[config.mk]
export PLATFORM = sky130hd
export DESIGN_NAME = cmdlist_engine
export DESIGN_NICKNAME = d
export VERILOG_FILES = /design/src/rtl/cle_pkg.sv /design/src/rtl/cle_ctrl.sv /design/src/rtl/cle_dpath.sv /design/src/rtl/cmdlist_engine.sv
export SDC_FILE = /design/constraint.sdc
export NUM_CORES = 1
export LEC_CHECK = 0
export BUFFER_PORTS_ARGS = -buffer_cell sky130_fd_sc_hd__buf_2
export CELL_PAD_IN_SITES_DETAIL_PLACEMENT = 2
export CELL_PAD_IN_SITES_GLOBAL_PLACEMENT = 2
export CORE_ASPECT_RATIO = 1.75
export CORE_MARGIN = 2
export CORE_UTILIZATION = 30
export CTS_CLUSTER_DIAMETER = 100
export DETAILED_ROUTE_END_ITERATION = 10
export GPL_TIMING_DRIVEN = 0
export PLACE_DENSITY_LB_ADDON = 0.1
export SYNTH_ARGS = -nofsm -noshare
export SYNTH_HDL_FRONTEND = slang
export SYNTH_SLANG_ARGS = --single-unit
export TNS_END_PERCENT = 30
[constraint.sdc]
create_clock -name clk -period 3.6 [get_ports clk]
set_input_delay 0.72 -clock clk [delete_from_list [all_inputs] [get_ports clk]]
set_output_delay 0.72 -clock clk [all_outputs]
set_load 0.1 [all_outputs]
[src/rtl/cle_pkg.sv]
package cle_pkg;

  // Field positions shared by control and datapath
  localparam int PTR_LAST_BIT = 31;
  localparam int PTR_NEST_BIT = 29;
  localparam int CMD_LAST_BIT = 31;
  localparam logic [1:0] TYPE_BOX = 2'b11;
  localparam int SINGLE_WORDS = 4;
  localparam int BOX_WORDS = 6;
  localparam int IDX_W = 3;

  typedef enum logic [3:0] {
    ST_IDLE,
    ST_FETCH_PTR,
    ST_FETCH_CMD,
    ST_ARM,
    ST_EXEC_RD,
    ST_EXEC_WR,
    ST_NEXT,
    ST_DONE
  } cleState_e;

  typedef enum logic [1:0] {
    SEL_PTR,
    SEL_CMD,
    SEL_SRC,
    SEL_DST
  } addrSel_e;

  typedef struct packed {
    logic loadPtr;
    logic ptrCapture;
    logic ptrStep;
    logic cmdCapture;
    logic [IDX_W-1:0] cmdIdx;
    logic arm;
    logic dataCapture;
    logic wordDone;
    addrSel_e addrSel;
  } cleStrobe_t;

endpackage

[src/rtl/cle_ctrl.sv]
module cle_ctrl
  import cle_pkg::*;
(
  input  logic       clk,
  input  logic       rstN,
  input  logic       ptrWrEn,
  input  logic       flushReq,
  input  logic       memGnt,
  input  logic       memRvalid,
  input  logic       entryNested,
  input  logic       ptrIsLast,
  input  logic       cmdIsBox,
  input  logic       cmdIsLast,
  input  logic       armEmpty,
  input  logic       lastWord,
  output cleStrobe_t stb,
  output logic       memReq,
  output logic       memWe,
  output logic       busy,
  output logic       done,
  output logic       flushed
);

  localparam logic [IDX_W-1:0] LAST_SINGLE_IDX = IDX_W'(SINGLE_WORDS - 1);
  localparam logic [IDX_W-1:0] LAST_BOX_IDX    = IDX_W'(BOX_WORDS - 1);

  cleState_e state, stateNxt;
  logic waitR;
  logic [IDX_W-1:0] idx;
  logic flushPend;
  logic flushedR;

  logic rdState, abortNow, got, finalWord, rdAccept;

  assign rdState   = (state == ST_FETCH_PTR) || (state == ST_FETCH_CMD) || (state == ST_EXEC_RD);
  assign abortNow  = rdState && !waitR && flushPend;
  assign got       = waitR && memRvalid;
  assign finalWord = (idx == LAST_BOX_IDX) || ((idx == LAST_SINGLE_IDX) && !cmdIsBox);

  assign memReq   = (rdState && !waitR && !flushPend) || (state == ST_EXEC_WR);
  assign memWe    = (state == ST_EXEC_WR);
  assign rdAccept = memReq && memGnt && !memWe;

  assign busy    = (state != ST_IDLE);
  assign done    = (state == ST_DONE);
  assign flushed = flushedR;

  always_comb begin
    stb             = '0;
    stb.loadPtr     = (state == ST_IDLE) && ptrWrEn;
    stb.ptrCapture  = (state == ST_FETCH_PTR) && got;
    stb.ptrStep     = (state == ST_NEXT) && cmdIsLast && !ptrIsLast;
    stb.cmdCapture  = (state == ST_FETCH_CMD) && got;
    stb.cmdIdx      = idx;
    stb.arm         = (state == ST_ARM);
    stb.dataCapture = (state == ST_EXEC_RD) && got;
    stb.wordDone    = (state == ST_EXEC_WR) && memGnt;
    unique case (state)
      ST_FETCH_PTR: stb.addrSel = SEL_PTR;
      ST_FETCH_CMD: stb.addrSel = SEL_CMD;
      ST_EXEC_WR:   stb.addrSel = SEL_DST;
      default:      stb.addrSel = SEL_SRC;
    endcase
  end

  always_comb begin
    stateNxt = state;
    if (abortNow) begin
      stateNxt = ST_IDLE;
    end else begin
      unique case (state)
        ST_IDLE:      if (ptrWrEn) stateNxt = ST_FETCH_PTR;
        ST_FETCH_PTR: if (got) stateNxt = entryNested ? ST_FETCH_PTR : ST_FETCH_CMD;
        ST_FETCH_CMD: if (got && finalWord) stateNxt = ST_ARM;
        ST_ARM:       stateNxt = armEmpty ? ST_NEXT : ST_EXEC_RD;
        ST_EXEC_RD:   if (got) stateNxt = ST_EXEC_WR;
        ST_EXEC_WR:   if (memGnt) stateNxt = lastWord ? ST_NEXT : ST_EXEC_RD;
        ST_NEXT:      stateNxt = !cmdIsLast ? ST_FETCH_CMD : (ptrIsLast ? ST_DONE : ST_FETCH_PTR);
        ST_DONE:      stateNxt = ST_IDLE;
        default:      stateNxt = ST_IDLE;
      endcase
    end
  end

  always_ff @(posedge clk or negedge rstN) begin
    if (!rstN) begin
      state     <= ST_IDLE;
      waitR     <= 1'b0;
      idx       <= '0;
      flushPend <= 1'b0;
      flushedR  <= 1'b0;
    end else begin
      state <= stateNxt;
      if (rdAccept)       waitR <= 1'b1;
      else if (memRvalid) waitR <= 1'b0;
      if (state != ST_FETCH_CMD)         idx <= '0;
      else if (got && finalWord)         idx <= '0;
      else if (got)                      idx <= idx + 1'b1;
      if (state == ST_IDLE) flushPend <= 1'b0;
      else if (flushReq)    flushPend <= 1'b1;
      if (abortNow)         flushedR <= 1'b1;
      else if (stb.loadPtr) flushedR <= 1'b0;
    end
  end


  done_then_idle_chk: assert property (@(posedge clk) disable iff (!rstN)
    done |=> !busy);


  one_read_chk: assert property (@(posedge clk) disable iff (!rstN)
    (memReq && memGnt && !memWe) |=> !memReq);


  flushed_idle_chk: assert property (@(posedge clk) disable iff (!rstN)
    flushed |-> !busy);


  idle_quiet_chk: assert property (@(posedge clk) disable iff (!rstN)
    !busy |-> !memReq);

endmodule

[src/rtl/cle_dpath.sv]
module cle_dpath
  import cle_pkg::*;
#(
  parameter int AW = 32
) (
  input  logic          clk,
  input  logic          rstN,
  input  cleStrobe_t    stb,
  input  logic [AW-4:0] ptrWrData,
  input  logic [31:0]   memRdata,
  output logic [AW-1:0] memAddr,
  output logic [31:0]   memWdata,
  output logic          entryNested,
  output logic          ptrIsLast,
  output logic          cmdIsBox,
  output logic          cmdIsLast,
  output logic          armEmpty,
  output logic          lastWord
);

  localparam int PW = AW - 3;
  localparam int LW = 16;
  localparam logic [AW-1:0] WORD_STEP = AW'(4);

  logic [AW-1:0] ptrCur, cmdCur, srcBase, dstBase;
  logic [AW-1:0] srcPtr, dstPtr, srcRow, dstRow;
  logic          ptrLastR, cmdLastR;
  logic [1:0]    cmdTypeR;
  logic [31:0]   lenWord, offWord;
  logic [LW-1:0] rowCntR;
  logic [LW-1:0] wordsLeft, rowsLeft, rowWords;
  logic [31:0]   dataR;

  logic [AW-1:0] entryTgt;
  logic [LW-1:0] rowBytes, rowWordsC, rowsC, srcOff, dstOff;
  logic          srcInc, dstInc;

  assign entryTgt    = {memRdata[PW-1:0], 3'b000};
  assign entryNested = memRdata[PTR_NEST_BIT];
  assign ptrIsLast   = ptrLastR;
  assign cmdIsBox    = (cmdTypeR == TYPE_BOX);
  assign cmdIsLast   = cmdLastR;

  assign rowBytes  = cmdIsBox ? lenWord[31:16] : lenWord[15:0];
  assign rowWordsC = LW'(({1'b0, rowBytes} + 17'd3) >> 2);
  assign rowsC     = cmdIsBox ? rowCntR : LW'(1);
  assign srcOff    = cmdIsBox ? offWord[31:16] : '0;
  assign dstOff    = cmdIsBox ? offWord[15:0] : '0;
  assign srcInc    = !cmdIsBox || (srcOff != '0);
  assign dstInc    = !cmdIsBox || (dstOff != '0);
  assign armEmpty  = (rowWordsC == '0) || (rowsC == '0);
  assign lastWord  = (wordsLeft == LW'(1)) && (rowsLeft == LW'(1));

  always_comb begin
    unique case (stb.addrSel)
      SEL_PTR: memAddr = ptrCur;
      SEL_CMD: memAddr = cmdCur;
      SEL_SRC: memAddr = srcPtr;
      default: memAddr = dstPtr;
    endcase
  end
  assign memWdata = dataR;

  always_ff @(posedge clk or negedge rstN) begin
    if (!rstN) begin
      ptrCur    <= '0;
      cmdCur    <= '0;
      ptrLastR  <= 1'b0;
      cmdLastR  <= 1'b0;
      cmdTypeR  <= '0;
      srcBase   <= '0;
      dstBase   <= '0;
      lenWord   <= '0;
      rowCntR   <= '0;
      offWord   <= '0;
      srcPtr    <= '0;
      dstPtr    <= '0;
      srcRow    <= '0;
      dstRow    <= '0;
      wordsLeft <= '0;
      rowsLeft  <= '0;
      rowWords  <= '0;
      dataR     <= '0;
    end else begin
      if (stb.loadPtr) ptrCur <= {ptrWrData, 3'b000};
      if (stb.ptrStep) ptrCur <= ptrCur + WORD_STEP;
      if (stb.ptrCapture) begin
        if (memRdata[PTR_NEST_BIT]) begin
          ptrCur <= entryTgt;
        end else begin
          cmdCur   <= entryTgt;
          ptrLastR <= memRdata[PTR_LAST_BIT];
        end
      end
      if (stb.cmdCapture) begin
        cmdCur <= cmdCur + WORD_STEP;
        unique case (stb.cmdIdx)
          3'd0: begin
            cmdLastR <= memRdata[CMD_LAST_BIT];
            cmdTypeR <= memRdata[1:0];
          end
          3'd1:    srcBase <= memRdata[AW-1:0];
          3'd2:    dstBase <= memRdata[AW-1:0];
          3'd3:    lenWord <= memRdata;
          3'd4:    rowCntR <= memRdata[31:16];
          default: offWord <= memRdata;
        endcase
      end
      if (stb.arm) begin
        srcPtr    <= srcBase;
        srcRow    <= srcBase;
        dstPtr    <= dstBase;
        dstRow    <= dstBase;
        wordsLeft <= rowWordsC;
        rowWords  <= rowWordsC;
        rowsLeft  <= rowsC;
      end
      if (stb.dataCapture) dataR <= memRdata;
      if (stb.wordDone) begin
        if (wordsLeft == LW'(1)) begin
          rowsLeft  <= rowsLeft - 1'b1;
          wordsLeft <= rowWords;
          srcRow    <= srcRow + AW'(srcOff);
          dstRow    <= dstRow + AW'(dstOff);
          srcPtr    <= srcRow + AW'(srcOff);
          dstPtr    <= dstRow + AW'(dstOff);
        end else begin
          wordsLeft <= wordsLeft - 1'b1;
          srcPtr    <= srcPtr + (srcInc ? WORD_STEP : '0);
          dstPtr    <= dstPtr + (dstInc ? WORD_STEP : '0);
        end
      end
    end
  end


  src_fixed_chk: assert property (@(posedge clk) disable iff (!rstN)
    (stb.wordDone && cmdIsBox && (srcOff == '0)) |=> (srcPtr == $past(srcPtr)));


  dst_fixed_chk: assert property (@(posedge clk) disable iff (!rstN)
    (stb.wordDone && cmdIsBox && (dstOff == '0)) |=> (dstPtr == $past(dstPtr)));


  no_empty_word_chk: assert property (@(posedge clk) disable iff (!rstN)
    stb.wordDone |-> ((wordsLeft != '0) && (rowsLeft != '0)));

endmodule

[src/rtl/cmdlist_engine.sv]
module cmdlist_engine
  import cle_pkg::*;
#(
  parameter int AW = 32
) (
  input  logic          clk,
  input  logic          rstN,
  input  logic          ptrWrEn,
  input  logic [AW-4:0] ptrWrData,
  input  logic          flushReq,
  output logic          memReq,
  output logic          memWe,
  output logic [AW-1:0] memAddr,
  output logic [31:0]   memWdata,
  input  logic          memGnt,
  input  logic          memRvalid,
  input  logic [31:0]   memRdata,
  output logic          busy,
  output logic          done,
  output logic          flushed
);

  cleStrobe_t stb;
  logic entryNested, ptrIsLast, cmdIsBox, cmdIsLast, armEmpty, lastWord;

  cle_ctrl ctrl_i (
    .clk(clk), .rstN(rstN), .ptrWrEn(ptrWrEn), .flushReq(flushReq),
    .memGnt(memGnt), .memRvalid(memRvalid), .entryNested(entryNested),
    .ptrIsLast(ptrIsLast), .cmdIsBox(cmdIsBox), .cmdIsLast(cmdIsLast),
    .armEmpty(armEmpty), .lastWord(lastWord), .stb(stb),
    .memReq(memReq), .memWe(memWe), .busy(busy), .done(done), .flushed(flushed)
  );

  cle_dpath #(.AW(AW)) dpath_i (
    .clk(clk), .rstN(rstN), .stb(stb), .ptrWrData(ptrWrData),
    .memRdata(memRdata), .memAddr(memAddr), .memWdata(memWdata),
    .entryNested(entryNested), .ptrIsLast(ptrIsLast), .cmdIsBox(cmdIsBox),
    .cmdIsLast(cmdIsLast), .armEmpty(armEmpty), .lastWord(lastWord)
  );

endmodule

==> flow_summary.toml <==
[critical_path]
worstPathArrival_ps = 4300
worstPathMaxFanout = 6
timing.critical_path.cells = "buf_6 > clkbuf_16 > and3_4 > nor4_2 > or4b_4 > or4_4 > ha_4 > ha_4 > nand4_1 > nor3_4 > and2_4 > nand4_1 > nor2_2 > buf_4 > a31oi_1 > nand2b_1 > a21oi_2"
cpMaxStageDelayCell = "sky130_fd_sc_hd__or4b_4"
critical_path.endpoint_type = "flip-flop"
path_class = "reg2reg"
worstReg2RegStart = "dpath_i.cmdTypeR[0]"
reg2reg_depth = 17
r2r_end = "dpath_i.dstPtr[26]"
timing.critical_path.slowest_cell_delay_ps = 490
worst_ep_required_time_ps = 4140
setup.reg_to_reg.worst_slack_ps = -160
setup.worst_path.start_class = "flip-flop"

[placement]
detailedPlace.worstSlack_ps = -1420
post_dp_cell_area_um2 = 26700
dp_hpwl_mm = 103
place.port_buffers = 134
globalplace.congestion = 0.942
dp_cells = 3841

[power_and_ir_drop]
power.combinational.fraction = 0.488
power.sequential.fraction = 0.290
power.internal_w = 0.0119
clock_group_share_of_total_power = 0.222
static-leakage-power_nw = 13.4
power.share.switching = 0.513
total_switching_power_w = 0.0125
total_power_w = 0.0243
vdd_ir_drop_max_mv = 0.767
power_density_nw_per_um2 = 819

[logic_synthesis]
yosysSeqAreaShare = 0.434
syn-instance-count = 2651
number_of_synthesized_flops_with_an_enable_pin = 0
netlist_area_um2 = 24600
async_set_reset_flop_share_out_of_synthesis = 1.00
synthesis.yosys.warnings = 0
syn_nets = 2767
synth.distinct_cells = 94
synth-main-ff-cell = "sky130_fd_sc_hd__dfrtp_1"
postSynthRegisterBits = 426
synth_area_per_cell_um2 = 9.27

[routing]
drt-pass1-iter-count = 5
drtIter0Drc = 1363
avgRoutedWirePerCell_um = 34.9
remaining_drc_errors = 0
postRouteAntennaNets = 0
vias_per_cell = 5.98
vias = 23700
detail_route.wirelength_mm = 138

[grt]
groute.usage.overall = 0.330
grt_pass1_wl_mm = 196
grt_start_max_net_pins = 111
globalRouteOverflowTotal = 0
first_global_vias = 26200
initial_antenna_violation_count = 11

[status]
violations = "setup timing"
status = "complete, but fails checks"

[cts]
cts_inserted_buffers = 48
cts-htree-levels = 2
latest_clock_arrival_within_the_worst_skew_pair_ps = 650
cts.hold.buffers_added = 0
cts-root-buf = "sky130_fd_sc_hd__clkbuf_16"
cts_sinks = 426
tritoncts = "done"
clk_pin_slew_worst_paths_ps = 60
clock_tree.buffer_depth = 3

[sta]
setup_viol = 9
timing.final.crit_share = 1.04
clock-skew-final_ps = 41.2
timing.fmax_mhz = 266
grt_setup_unrepaired = "true"
post-route-worst-setup-slack_ps = -162
final-max-slew-violation-count = 0
min_period_ps = 3760
transition_at_the_pin_with_the_smallest_max_transition_slack_ps = 1340
timing.final.hold_violations = 0
slew-limit-headroom = 0.107
finalHoldWorstSlack_ps = 31.5

[die]
floorplan.die.height_um = 383
fp.dieW_um = 220
pin_count = 136
dieArea_um2 = 84300
design.core.area_um2 = 81000
floorplan.initialDensity = 0.303
core.rowCount = 138

[worst_hold_path]
hp-class = "in2async"

[final_layout]
final_net_count = 2996
final-instance-count-excl-fill = 3973
post_route_design_area_um2 = 29700
post_route_cells_drive_above_1_share = 0.234
synthesis_to_layout_area_growth_pct = 20.9

[job]
maxCapViolCount = 0
## repair_timing
| action | CTS | global route |
|---|---|---|
| setup endpoints to repair | 179 | 141 |
| gates cloned | 2 | 0 |
| resized for setup | 171 | 104 |
| buffers inserted | 27 | 14 |
| pin swaps | 28 | 25 |
## worst max-delay path by stage
stage / from / endpoint / slack [ps]
after global placement: rstN / dpath_i.memWdata[24] / -7690
after CTS: dpath_i.cmdTypeR[0] / dpath_i.dstPtr[28] / -220
after floorplan: ctrl_i.state[0] / memAddr[25] / -130
final: dpath_i.cmdTypeR[0] / dpath_i.dstPtr[26] / -160
after detailed placement: dpath_i.cmdTypeR[1] / dpath_i.srcPtr[30] / -1420
after global routing: dpath_i.cmdTypeR[0] / dpath_i.dstPtr[24] / -250
## layer usage
metal / up-vias / global-route usage / wire (um)
li1: 10200 / - / -
met1: 12500 / 0.352 / 49600
met2: 702 / 0.579 / 70700
met3: 342 / 0.0348 / 4550
met4: 0 / 0.277 / 13600
met5: - / 0 / 0
## worst max-delay path, delay by kind of cell (launching register included)
kind	cells	cell delay (ps)
fa+ha+maj	2	360
compound gates	2	320
simple gates	10	2160
flops	1	400
buf+inv	3	440
## layout make-up
cell class / instances / area [um2]
Fill cell: 8919 / 51300
Multi-Input combinational cell: 2023 / 13800
Sequential cell: 426 / 10700
Clock buffer: 67 / 1400
Tap cell: 1050 / 1310
Timing Repair Buffer: 182 / 1310
Buffer: 161 / 843
Clock inverter: 18 / 259
Inverter: 38 / 143
Antenna cell: 8 / 20.0
## cells in the mapped netlist, types with 12 or more instances
library cell,instances,area (um2)
sky130_fd_sc_hd__a311oi_1,15,131
sky130_fd_sc_hd__a21oi_1,175,876
sky130_fd_sc_hd__ha_1,47,588
sky130_fd_sc_hd__mux2_2,183,2060
sky130_fd_sc_hd__and3_1,74,463
sky130_fd_sc_hd__o21ai_0,174,871
sky130_fd_sc_hd__nand3_1,110,551
sky130_fd_sc_hd__xor2_1,49,429
sky130_fd_sc_hd__o221ai_1,21,184
sky130_fd_sc_hd__and2_1,21,131
sky130_fd_sc_hd__nand4_1,40,250
sky130_fd_sc_hd__mux2i_1,18,180
sky130_fd_sc_hd__or3_1,13,81.3
sky130_fd_sc_hd__a21o_1,24,180
sky130_fd_sc_hd__buf_2,28,140
sky130_fd_sc_hd__nor4_1,19,119
sky130_fd_sc_hd__nor3_1,52,260
sky130_fd_sc_hd__clkbuf_1,106,398
sky130_fd_sc_hd__nor2_1,174,653
sky130_fd_sc_hd__buf_1,23,86.3
sky130_fd_sc_hd__nand2_1,369,1390
sky130_fd_sc_hd__o22a_1,31,272
sky130_fd_sc_hd__a22oi_1,22,165
sky130_fd_sc_hd__o211ai_1,41,308
sky130_fd_sc_hd__a31oi_1,28,175
sky130_fd_sc_hd__a211oi_1,30,225
sky130_fd_sc_hd__inv_1,36,135
sky130_fd_sc_hd__a221o_1,12,120
sky130_fd_sc_hd__dfrtp_1,426,10700
sky130_fd_sc_hd__xnor2_1,54,473
sky130_fd_sc_hd__o221a_2,28,315
## registers in the layout, indices dropped and copies added (netlist names), 3 cells and up
signal	flops
ctrl_i.idx	3
dpath_i.dstBase	32
dpath_i.rowsLeft	16
dpath_i.memWdata	32
ctrl_i.state	3
dpath_i.cmdCur	30
dpath_i.lenWord	32
dpath_i.srcPtr	32
dpath_i.ptrCur	32
dpath_i.rowWords	15
dpath_i.dstRow	32
dpath_i.srcBase	32
dpath_i.rowCntR	16
dpath_i.wordsLeft	16
dpath_i.dstPtr	32
dpath_i.srcRow	32
dpath_i.offWord	32
## logic make-up after synthesis
family	Yosys count	synth area share
adders and majority gates	50	0.0260
and+or+nand+nor	946	0.183
DFF	426	0.434
AOI/OAI and AO/OA	722	0.195
muxes	201	0.0912
buffers and inverters	203	0.0339
xor gates and xnor gates	103	0.0367
## metrics by stage
stage | utilization | setup TNS [ps]
6_report | 0.367 | -630
4_1_cts | 0.361 | -2410
5_1_grt | 0.367 | -1900
3_5_place_dp | 0.330 | -102130
2_1_floorplan | - | -387
3_3_place_gp | 0.328 | -3334370
## power groups by stage
stage          registers, W  clock network [W]  logic, W
2_1_floorplan       0.00723                  0   0.00688
3_3_place_gp        0.00700                  0    0.0109
3_5_place_dp        0.00706                  0    0.0111
4_1_cts             0.00700            0.00550    0.0116
5_1_grt             0.00716            0.00566    0.0124
6_report            0.00707            0.00540    0.0119
## layout by cell type (no fill, tap or decap), types with 40 or more instances in the layout
| cell type | synthesis | layout |
|---|---|---|
| sky130_fd_sc_hd__nand3_1 | 110 | 105 |
| sky130_fd_sc_hd__a21oi_1 | 175 | 163 |
| sky130_fd_sc_hd__nor2_1 | 174 | 164 |
| sky130_fd_sc_hd__nand4_1 | 40 | 40 |
| sky130_fd_sc_hd__nand2_1 | 369 | 366 |
| sky130_fd_sc_hd__clkbuf_16 | 0 | 51 |
| sky130_fd_sc_hd__dfrtp_1 | 426 | 425 |
| sky130_fd_sc_hd__and3_1 | 74 | 58 |
| sky130_fd_sc_hd__o211ai_1 | 41 | 41 |
| sky130_fd_sc_hd__xnor2_1 | 54 | 52 |
| sky130_fd_sc_hd__o21ai_0 | 174 | 163 |
| sky130_fd_sc_hd__buf_2 | 28 | 137 |
| sky130_fd_sc_hd__xor2_1 | 49 | 47 |
| sky130_fd_sc_hd__clkbuf_1 | 106 | 80 |
| sky130_fd_sc_hd__nor3_1 | 52 | 46 |
| sky130_fd_sc_hd__mux2_2 | 183 | 183 |
| sky130_fd_sc_hd__buf_4 | 5 | 45 |
No activity file was read; power rests on OpenSTA's default activity.
